File: src/rtl/band_scan_pkg.sv
package band_scan_pkg;
  typedef enum logic {BAND_ONE = 1'b0, BAND_TWO = 1'b1} band_e;

  function automatic band_e other_band(input band_e b);
    return (b == BAND_ONE) ? BAND_TWO : BAND_ONE;
  endfunction
endpackage

File: src/rtl/holdoff_timer.sv
module holdoff_timer #(
  parameter int CYCLES = 2000
) (
  input  logic clk,
  input  logic rst,
  input  logic start,
  output logic active
);
  localparam int CW = $clog2(CYCLES + 1);
  localparam logic [CW-1:0] LOAD = CW'(CYCLES - 1);

  logic [CW-1:0] cnt_q;

  always_ff @(posedge clk) begin
    if (rst || start) begin
      active <= 1'b1;
      cnt_q  <= LOAD;
    end else if (active) begin
      if (cnt_q == '0) active <= 1'b0;
      else             cnt_q  <= cnt_q - 1'b1;
    end
  end


  start_load_chk: assert property (@(posedge clk) disable iff (rst)
    start |=> (active && cnt_q == LOAD));


  hold_len_chk: assert property (@(posedge clk) disable iff (rst)
    (active && cnt_q != '0) |=> active);
endmodule

File: src/rtl/sector_stepper.sv
module sector_stepper #(
  parameter int NUM_SECTORS = 8,
  parameter int SEC_W = $clog2(NUM_SECTORS)
) (
  input  logic             clk,
  input  logic             rst,
  input  logic             hold,
  input  logic             restart,
  input  logic             tick,
  input  logic             present,
  input  logic             done,
  output logic [SEC_W-1:0] sector,
  output logic             wrap
);
  localparam logic [SEC_W-1:0] LAST = SEC_W'(NUM_SECTORS - 1);

  logic             busy_q;
  logic             advance;
  logic [SEC_W-1:0] next_sec;

  assign advance  = !hold && (busy_q ? done : (tick && !present));
  assign wrap     = advance && (sector == LAST);
  assign next_sec = (sector == LAST) ? '0 : sector + 1'b1;

  always_ff @(posedge clk) begin
    if (rst || restart) begin
      sector <= '0;
      busy_q <= 1'b0;
    end else if (!hold) begin
      if (busy_q) begin
        if (done) begin
          busy_q <= 1'b0;
          sector <= next_sec;
        end
      end else if (tick) begin
        if (present) busy_q <= 1'b1;
        else         sector <= next_sec;
      end
    end
  end


  freeze_chk: assert property (@(posedge clk) disable iff (rst)
    (hold && !restart) |=> $stable(sector));


  busy_hold_chk: assert property (@(posedge clk) disable iff (rst)
    (busy_q && !done && !restart) |=> $stable(sector));


  wrap_zero_chk: assert property (@(posedge clk) disable iff (rst)
    (!hold && !busy_q && tick && !present && sector == LAST) |=> (sector == '0));
endmodule

File: src/rtl/band_ctrl.sv
module band_ctrl
  import band_scan_pkg::*;
#(
  parameter int SRCH_W = 3
) (
  input  logic              clk,
  input  logic              rst,
  input  logic              auto_ok,
  input  logic              wrap,
  input  logic [SRCH_W-1:0] cfg,
  input  logic              man_sel,
  input  logic              man_vld,
  output band_e             band,
  output logic              chg
);
  logic [SRCH_W-1:0] srch_q;
  logic [SRCH_W:0]   target;
  logic [SRCH_W:0]   done_cnt;
  logic              auto_chg;
  logic              man_chg;

  assign target   = (cfg == '0) ? (SRCH_W+1)'(1) : {1'b0, cfg};
  assign done_cnt = {1'b0, srch_q} + 1'b1;
  assign auto_chg = auto_ok && wrap && (done_cnt >= target);
  assign man_chg  = !auto_ok && man_vld && (band_e'(man_sel) != band);
  assign chg      = auto_chg || man_chg;

  always_ff @(posedge clk) begin
    if (rst) begin
      band   <= BAND_ONE;
      srch_q <= '0;
    end else if (chg) begin
      band   <= other_band(band);
      srch_q <= '0;
    end else if (auto_ok && wrap) begin
      srch_q <= srch_q + 1'b1;
    end
  end


  auto_keep_chk: assert property (@(posedge clk) disable iff (rst)
    (auto_ok && !wrap) |=> $stable(band));


  man_follow_chk: assert property (@(posedge clk) disable iff (rst)
    (!auto_ok && man_vld) |=> (band == band_e'($past(man_sel))));
endmodule

File: src/rtl/band_scan_seq.sv
module band_scan_seq
  import band_scan_pkg::*;
#(
  parameter int CLK_HZ      = 50_000_000,
  parameter int INHIBIT_MS  = 40,
  parameter int NUM_SECTORS = 8,
  parameter int SRCH_W      = 3,
  parameter int SEC_W       = $clog2(NUM_SECTORS)
) (
  input  logic              clk,
  input  logic              rst,
  input  logic              sector_tick,
  input  logic              sig_present,
  input  logic              prf_done,
  input  logic              blank_in,
  input  logic              auto_avail,
  input  logic              man_band_sel,
  input  logic              man_band_vld,
  input  logic [SRCH_W-1:0] search_cfg,
  output logic              band1_en,
  output logic              band2_en,
  output logic              band1_blk,
  output logic              band2_blk,
  output logic              hemi_blk,
  output logic              det_gate_off,
  output logic [SEC_W-1:0]  sector_idx
);
  localparam int INHIBIT_CYC = (CLK_HZ / 1000) * INHIBIT_MS;

  band_e band;
  logic  chg;
  logic  inh;
  logic  wrap;

  holdoff_timer #(.CYCLES(INHIBIT_CYC)) u_timer (
    .clk    (clk),
    .rst    (rst),
    .start  (chg),
    .active (inh)
  );

  sector_stepper #(.NUM_SECTORS(NUM_SECTORS), .SEC_W(SEC_W)) u_step (
    .clk     (clk),
    .rst     (rst),
    .hold    (inh),
    .restart (chg),
    .tick    (sector_tick),
    .present (sig_present),
    .done    (prf_done),
    .sector  (sector_idx),
    .wrap    (wrap)
  );

  band_ctrl #(.SRCH_W(SRCH_W)) u_band (
    .clk     (clk),
    .rst     (rst),
    .auto_ok (auto_avail),
    .wrap    (wrap),
    .cfg     (search_cfg),
    .man_sel (man_band_sel),
    .man_vld (man_band_vld),
    .band    (band),
    .chg     (chg)
  );

  assign band1_en     = (band == BAND_ONE);
  assign band2_en     = (band == BAND_TWO);
  assign hemi_blk     = inh;
  assign det_gate_off = inh;
  assign band1_blk    = blank_in || inh || (band != BAND_ONE);
  assign band2_blk    = blank_in || inh || (band != BAND_TWO);


  blank_force_chk: assert property (@(posedge clk) disable iff (rst)
    blank_in |-> (band1_blk && band2_blk));


  one_open_chk: assert property (@(posedge clk) disable iff (rst)
    (!blank_in && !hemi_blk) |-> (band1_blk != band2_blk));


  chg_holdoff_chk: assert property (@(posedge clk) disable iff (rst)
    chg |=> (hemi_blk && det_gate_off && sector_idx == '0));
endmodule

File: config.mk
export PLATFORM = sky130hd
export DESIGN_NAME = band_scan_seq
export DESIGN_NICKNAME = d
export VERILOG_FILES = /design/src/rtl/band_scan_pkg.sv /design/src/rtl/holdoff_timer.sv /design/src/rtl/sector_stepper.sv /design/src/rtl/band_ctrl.sv /design/src/rtl/band_scan_seq.sv
export SDC_FILE = /design/constraint.sdc
export NUM_CORES = 1
export LEC_CHECK = 0
export ABC_AREA = 1
export BUFFER_PORTS_ARGS = -buffer_cell sky130_fd_sc_hd__buf_2
export CAP_MARGIN = 30
export CORE_MARGIN = 10
export CORE_UTILIZATION = 52
export CTS_CLUSTER_SIZE = 14
export DETAILED_ROUTE_END_ITERATION = 6
export MAX_ROUTING_LAYER = met4
export PLACE_DENSITY = 0.87
export REMOVE_ABC_BUFFERS = 1
export SYNTH_ARGS = -nofsm -noshare
export SYNTH_HDL_FRONTEND = slang
export SYNTH_SLANG_ARGS = --single-unit
File: constraint.sdc
create_clock -name clk -period 1.6 [get_ports clk]
set_input_delay 0.32 -clock clk [delete_from_list [all_inputs] [get_ports clk]]
set_output_delay 0.32 -clock clk [all_outputs]
set_load 0.005 [all_outputs]
==> Word-level counts from Yosys, hierarchy flattened <==
Cells that the tools add are included.
{ "word_totals": {"wordCells": 53, "input_bits": 12, "ff_bits": 30, "output_inout_bits": 9} }
{ "classes": {"magnitude_cmp": 1, "n_bitwise": 3, "n_reduce_logical": 21, "muxes": 14, "addsub": 4, "n_eq_ne": 4} }
{ "op_table": {"columns": ["cell", "n"], "rows": [
  ["$logic_not A21 Y1", 1],
  ["$sub A21 B1 Y21 const B", 1],
  ["$mux W3", 6],
  ["$mux W1", 8],
  ["$logic_and A1 B1 Y1", 7],
  ["$add A3 B1 Y3 const B", 2],
  ["$logic_or A1 B1 Y1", 5],
  ["$add A3 B1 Y4 const B", 1],
  ["$ge A4 B4 Y1", 1],
  ["$reduce_and A4 Y1", 1],
  ["$eq A3 B3 Y1 const B", 1],
  ["$logic_not A1 Y1", 3],
  ["$logic_not A3 Y1", 1],
  ["$not A1 Y1", 3],
  ["$ne A2 B1 Y1 const B", 1],
  ["$ne A2 B2 Y1 const B", 1],
  ["$reduce_and A2 Y1", 1],
  ["$reduce_bool A2 Y1", 1],
  ["$reduce_or A2 Y1", 1],
  ["$ne A1 B1 Y1", 1]
]} }

==> Depth between registers and ports, before layout <==
{ "depth": {"depth_word": 9, "mapped_depth": 13, "mapped_depth_nobuf": 13} }

==> Hierarchy <==
Synthesis repeated with hierarchy kept, for this count alone.
{ "unflattened": {"cells_unflattened": 305, "hier_area_um2": 1961.9} }
{ "by_module_without_submodules": {"columns": ["module", "area_each_um2", "n_inst", "cells_each", "seq_area_each_um2"], "rows": [
  ["holdoff_timer", 1376.3, 1, 219, 440.4],
  ["band_ctrl", 311.5, 1, 44, 80.1],
  ["sector_stepper", 249.0, 1, 37, 80.1],
  ["band_scan_seq", 25.0, 1, 5, 0.0]
]} }

==> Worst setup path before layout <==
OpenSTA, ideal clock, no wires.
{ "synth_timing": {"path_type": "reg-to-reg", "startpoint": "register u_band.srch_q[0]", "endpoint": "register u_timer.cnt_q[19]", "path_stages_with_launch": 12, "path_slack_ns": -0.153, "t_arrival_ns": 1.630, "n_path_buf": 1, "path_cell_list": "dfxtp_1 -> ha_1 -> ha_1 -> nand2_1 -> nand2_1 -> nand2_1 -> nand2_1 -> nand2_1 -> nand3_2 -> inv_2 -> buf_2 -> nand3_1"} }
{ "synth_via": {"elab_chain_cells": 5} }
{ "synth_rtl": {"columns": ["item", "line", "rtl"], "rows": [
  ["start, declared", "band_ctrl.sv:16", "logic [SRCH_W-1:0] srch_q;"],
  ["start signal, assigned", "band_ctrl.sv:36", "srch_q <= srch_q + 1'b1;"],
  ["$add A3 B1 Y4", "band_ctrl.sv:23", "assign done_cnt = {1'b0, srch_q} + 1'b1;"],
  ["via u_band.done_cnt[1]", "band_ctrl.sv:18", "logic [SRCH_W:0] done_cnt;"],
  ["$ge A4 B4 Y1", "band_ctrl.sv:24", "assign auto_chg = auto_ok && wrap && (done_cnt >= target);"],
  ["$logic_and A1 B1 Y1", "band_ctrl.sv:24", null],
  ["$logic_or A1 B1 Y1", "band_ctrl.sv:26", "assign chg = auto_chg || man_chg;"],
  ["$logic_or A1 B1 Y1", "holdoff_timer.sv:15", "if (rst || start) begin"],
  ["end signal, assigned", "holdoff_timer.sv:20", "else cnt_q <= cnt_q - 1'b1;"],
  ["end, declared", "holdoff_timer.sv:12", "logic [CW-1:0] cnt_q;"]
]} }
The timed path passes the listed nets, and every way through them passes these cells.
A chain may end at the register's enable or synchronous reset.

==> Worst setup path in the final report <==
{ "layout_timing": {"startpoint": "register u_band.srch_q[0]", "endpoint": "register u_timer.cnt_q[14]"} }
The elaborated chain is that of the path after synthesis.

==> metrics.md <==
| Metric | Value |
|---|---|
| Mean cell area of the mapped netlist | 6.41 µm² |
| Synth cell types | 27 |
| Least-Margin Pin Slew | 300 ps |
| Sequential area share after synthesis | 0.319 |
| Worst Setup End Kind | flop |
| Met3 Use GR | 0.0401 |
| Post-Syn Instances | 294 |
| Place WS | -163 ps |
| Clock sink count | 30 |
| Hold Vio Cnt, Final | 0 |
| Total grt overflow | 0 |
| Core box area | 3420 µm² |
| TritonCTS clock tree | done |
| DR vias | 2029 |
| Vias in the first global route | 1932 |
| Status | complete, but fails checks |
| Worst path cell trace | ha_4 > xor2_2 > ha_4 > inv_1 > nand2_2 > inv_2 > nand2_2 > nand2_4 > nand3_4 > buf_6 > a21oi_2 |
| Final WS setup | -55.5 ps |
| Ports | 21 |
| Failing checks | setup timing |
| Setup-failing EPs final | 25 |
| Worst skew pair latency | 340 ps |
| Via density | 5.34 |
| Total GRT Usage | 0.167 |
| Slowest stage cell, crit path | dfxtp_2 |
| Antenna diode count | 0 |
| Mapped cell area | 1890 µm² |
| CTS Buf Count | 5 |
| DIE WIDTH | 80.2 µm |
| Max transition margin | 0.799 |
| Worst-path maximum fanout | 5 |
| Worst Path Arrival | 1940 ps |
| Synth Register Bits | 30 |
| Total power | 1.38 mW |
| Area of placed instances | 2090 µm² |
| Final instance area | 2380 µm² |
| TritonRoute pass-1 iters | 4 |
| Fin cells | 380 |
| RePlAce Congestion | 0.949 |
| Htree depth | 2 |
| Clk pin slew, worst setup/hold paths | 100 ps |
| Crit share post-route | 1.03 |
| Clock Skews | 7.44 ps |
| Layout cells sized above 1 | 0.266 |
| Initial core utilization | 0.552 |
| Most frequent cells in the layout | nand2_1 (96), nor2_1 (43), dfxtp_1 (28) |
| WHS | 251 ps |
| First-pass GRT wire length | 8540 µm |
| Post-DRT Antenna Nets | 0 |
| # Max-Cap Violations | 0 |
| 1st-iter DRT viols | 151 |
| Met1 GRT Util | 0.196 |
| Startpoint Class | flop |
| Wire per inst | 13.6 µm |
| Commonest non-fill, non-tap cell in the layout | nand2_1 |
| Crit path time final | 1660 ps |
| Pleak | 1.05 nW |
| Crit path max-delay family | flip-flops |
| Pin count of the biggest net entering global routing | 15 |
| Final WL | 5160 µm |
| Yosys warns | 0 |
| Port Buffers | 20 |
| Die height | 80.2 µm |
| P&R area growth vs syn | 26.1% |
| Setup_tns | -808 ps |
| Initial antenna violation count | 0 |
| Die ar. | 6430 µm² |
| Core Util, Final | 0.696 |
| Met2 usage in global routing | 0.270 |
| Kind of critical path | flop to flop |
| Clock tree buffer depth | 2 |
| FMAX | 0.604 GHz |
| Cell area power density | 579 nW/µm² |
| Slew Limit Fails | 0 |
| Worst path bufs/invs | 3 |
| Post-Place Cells | 367 |
| Crit-path max cell delay | 350 ps |
| RSZ-0062 raised after global routing | true |
| Nets | 352 |
| Site Rows | 21 |
| Detailed placer's ending HPWL | 3550 µm |
| CTS root buffer | clkbuf_4 |
| CP required | 1890 ps |
| Hold Crit Class | input pin to flop |
| Max VDD drop | 0.503 mV |
| DR DRC count | 0 |
| Layer with the highest usage | met2 |
-- where the power goes --
| group | internal, mW | switching [mW] | total (mW) |
|---|---|---|---|
| Clock | 0.213 | 0.281 | 0.493 |
| Combinational | 0.0520 | 0.0672 | 0.119 |
| Sequential | 0.754 | 0.00927 | 0.763 |
-- worst paths after layout --
check / slack (ps) / startpoint / endpoint / cells past startpoint
max: -60 / u_band.srch_q[0] / u_timer.cnt_q[14] / 11
min: 250 / rst / u_band.band / 4
max reg2reg: -60 / u_band.srch_q[0] / u_timer.cnt_q[14] / 11
min reg2reg: 480 / u_timer.cnt_q[20] / u_timer.cnt_q[20] / 2
-- synthesized netlist by cell type --
| cell type | count | area [µm²] |
|---|---|---|
| buf_4 | 1 | 7.51 |
| buf_12 | 1 | 20.0 |
| ha_1 | 7 | 87.6 |
| nand3_1 | 27 | 135 |
| buf_6 | 1 | 11.3 |
| nor2_1 | 44 | 165 |
| buf_2 | 3 | 15.0 |
| nor2_4 | 3 | 33.8 |
| nand3b_1 | 6 | 45.0 |
| nand4_1 | 6 | 37.5 |
| dfxtp_1 | 30 | 601 |
| o21ai_0 | 6 | 30.0 |
| nand2_1 | 101 | 379 |
| nand3_2 | 1 | 10.0 |
| xor2_1 | 3 | 26.3 |
| nand2_2 | 3 | 18.8 |
| or2_1 | 1 | 6.26 |
| clkbuf_1 | 1 | 3.75 |
| xnor2_1 | 5 | 43.8 |
| nand3_4 | 1 | 17.5 |
| nand2_4 | 1 | 11.3 |
| inv_1 | 26 | 97.6 |
| nor3_1 | 1 | 5.00 |
| inv_2 | 2 | 7.51 |
| o21a_1 | 1 | 7.51 |
| o21bai_1 | 1 | 7.51 |
| a21oi_1 | 11 | 55.1 |
-- layout make-up --
class | instances | area, µm²
well taps | 46 | 57.6
repair buffers | 38 | 254
repair inverters | 1 | 6.26
fillers | 278 | 1040
multi-input cells | 229 | 1280
clock inverters | 1 | 5.00
clock buffers | 7 | 55.1
flip-flops and latches | 30 | 603
inverters | 28 | 113
-- cell families (layout without fill, tap and decap cells) --
kind of cell	Yosys count	in the layout	synth area share
buffers and inverters	35	75	0.0863
adder cells (fa/ha/maj)	7	7	0.0464
XOR/XNOR	8	8	0.0372
AO/OA/AOI/OAI	19	19	0.0531
AND/OR/NAND/NOR	195	195	0.459
flip-flops	30	30	0.319
-- registers in the layout, summed over array words and instances (netlist names) --
signal and flops:
u_timer.cnt_q 21, u_band.srch_q 3, u_step.sector 3, u_band.band 1, u_step.busy_q 1, u_timer.active 1
-- repair_timing --
action | 4_1_cts | 5_1_grt
gates resized for setup | 15 | 29
hold buffers | 0 | 0
pin swaps | 2 | 8
buffers inserted | 2 | 1
endpoints found under the setup margin | 30 | 30
gates cloned | 1 | 1
hold endpoints to repair | 0 | 0
-- routing by layer --
metal,wire length (µm),part of all wire
met1,2150,0.42
met2,2540,0.49
met3,307,0.060
met4,163,0.032
met5,0,0
-- tightest hold or removal path, cell delays in order --
cell and delay, ps:
buf_2 70, inv_1 60, nand2_1 70, nor2_1 30
(Power assumes the default switching activity.)
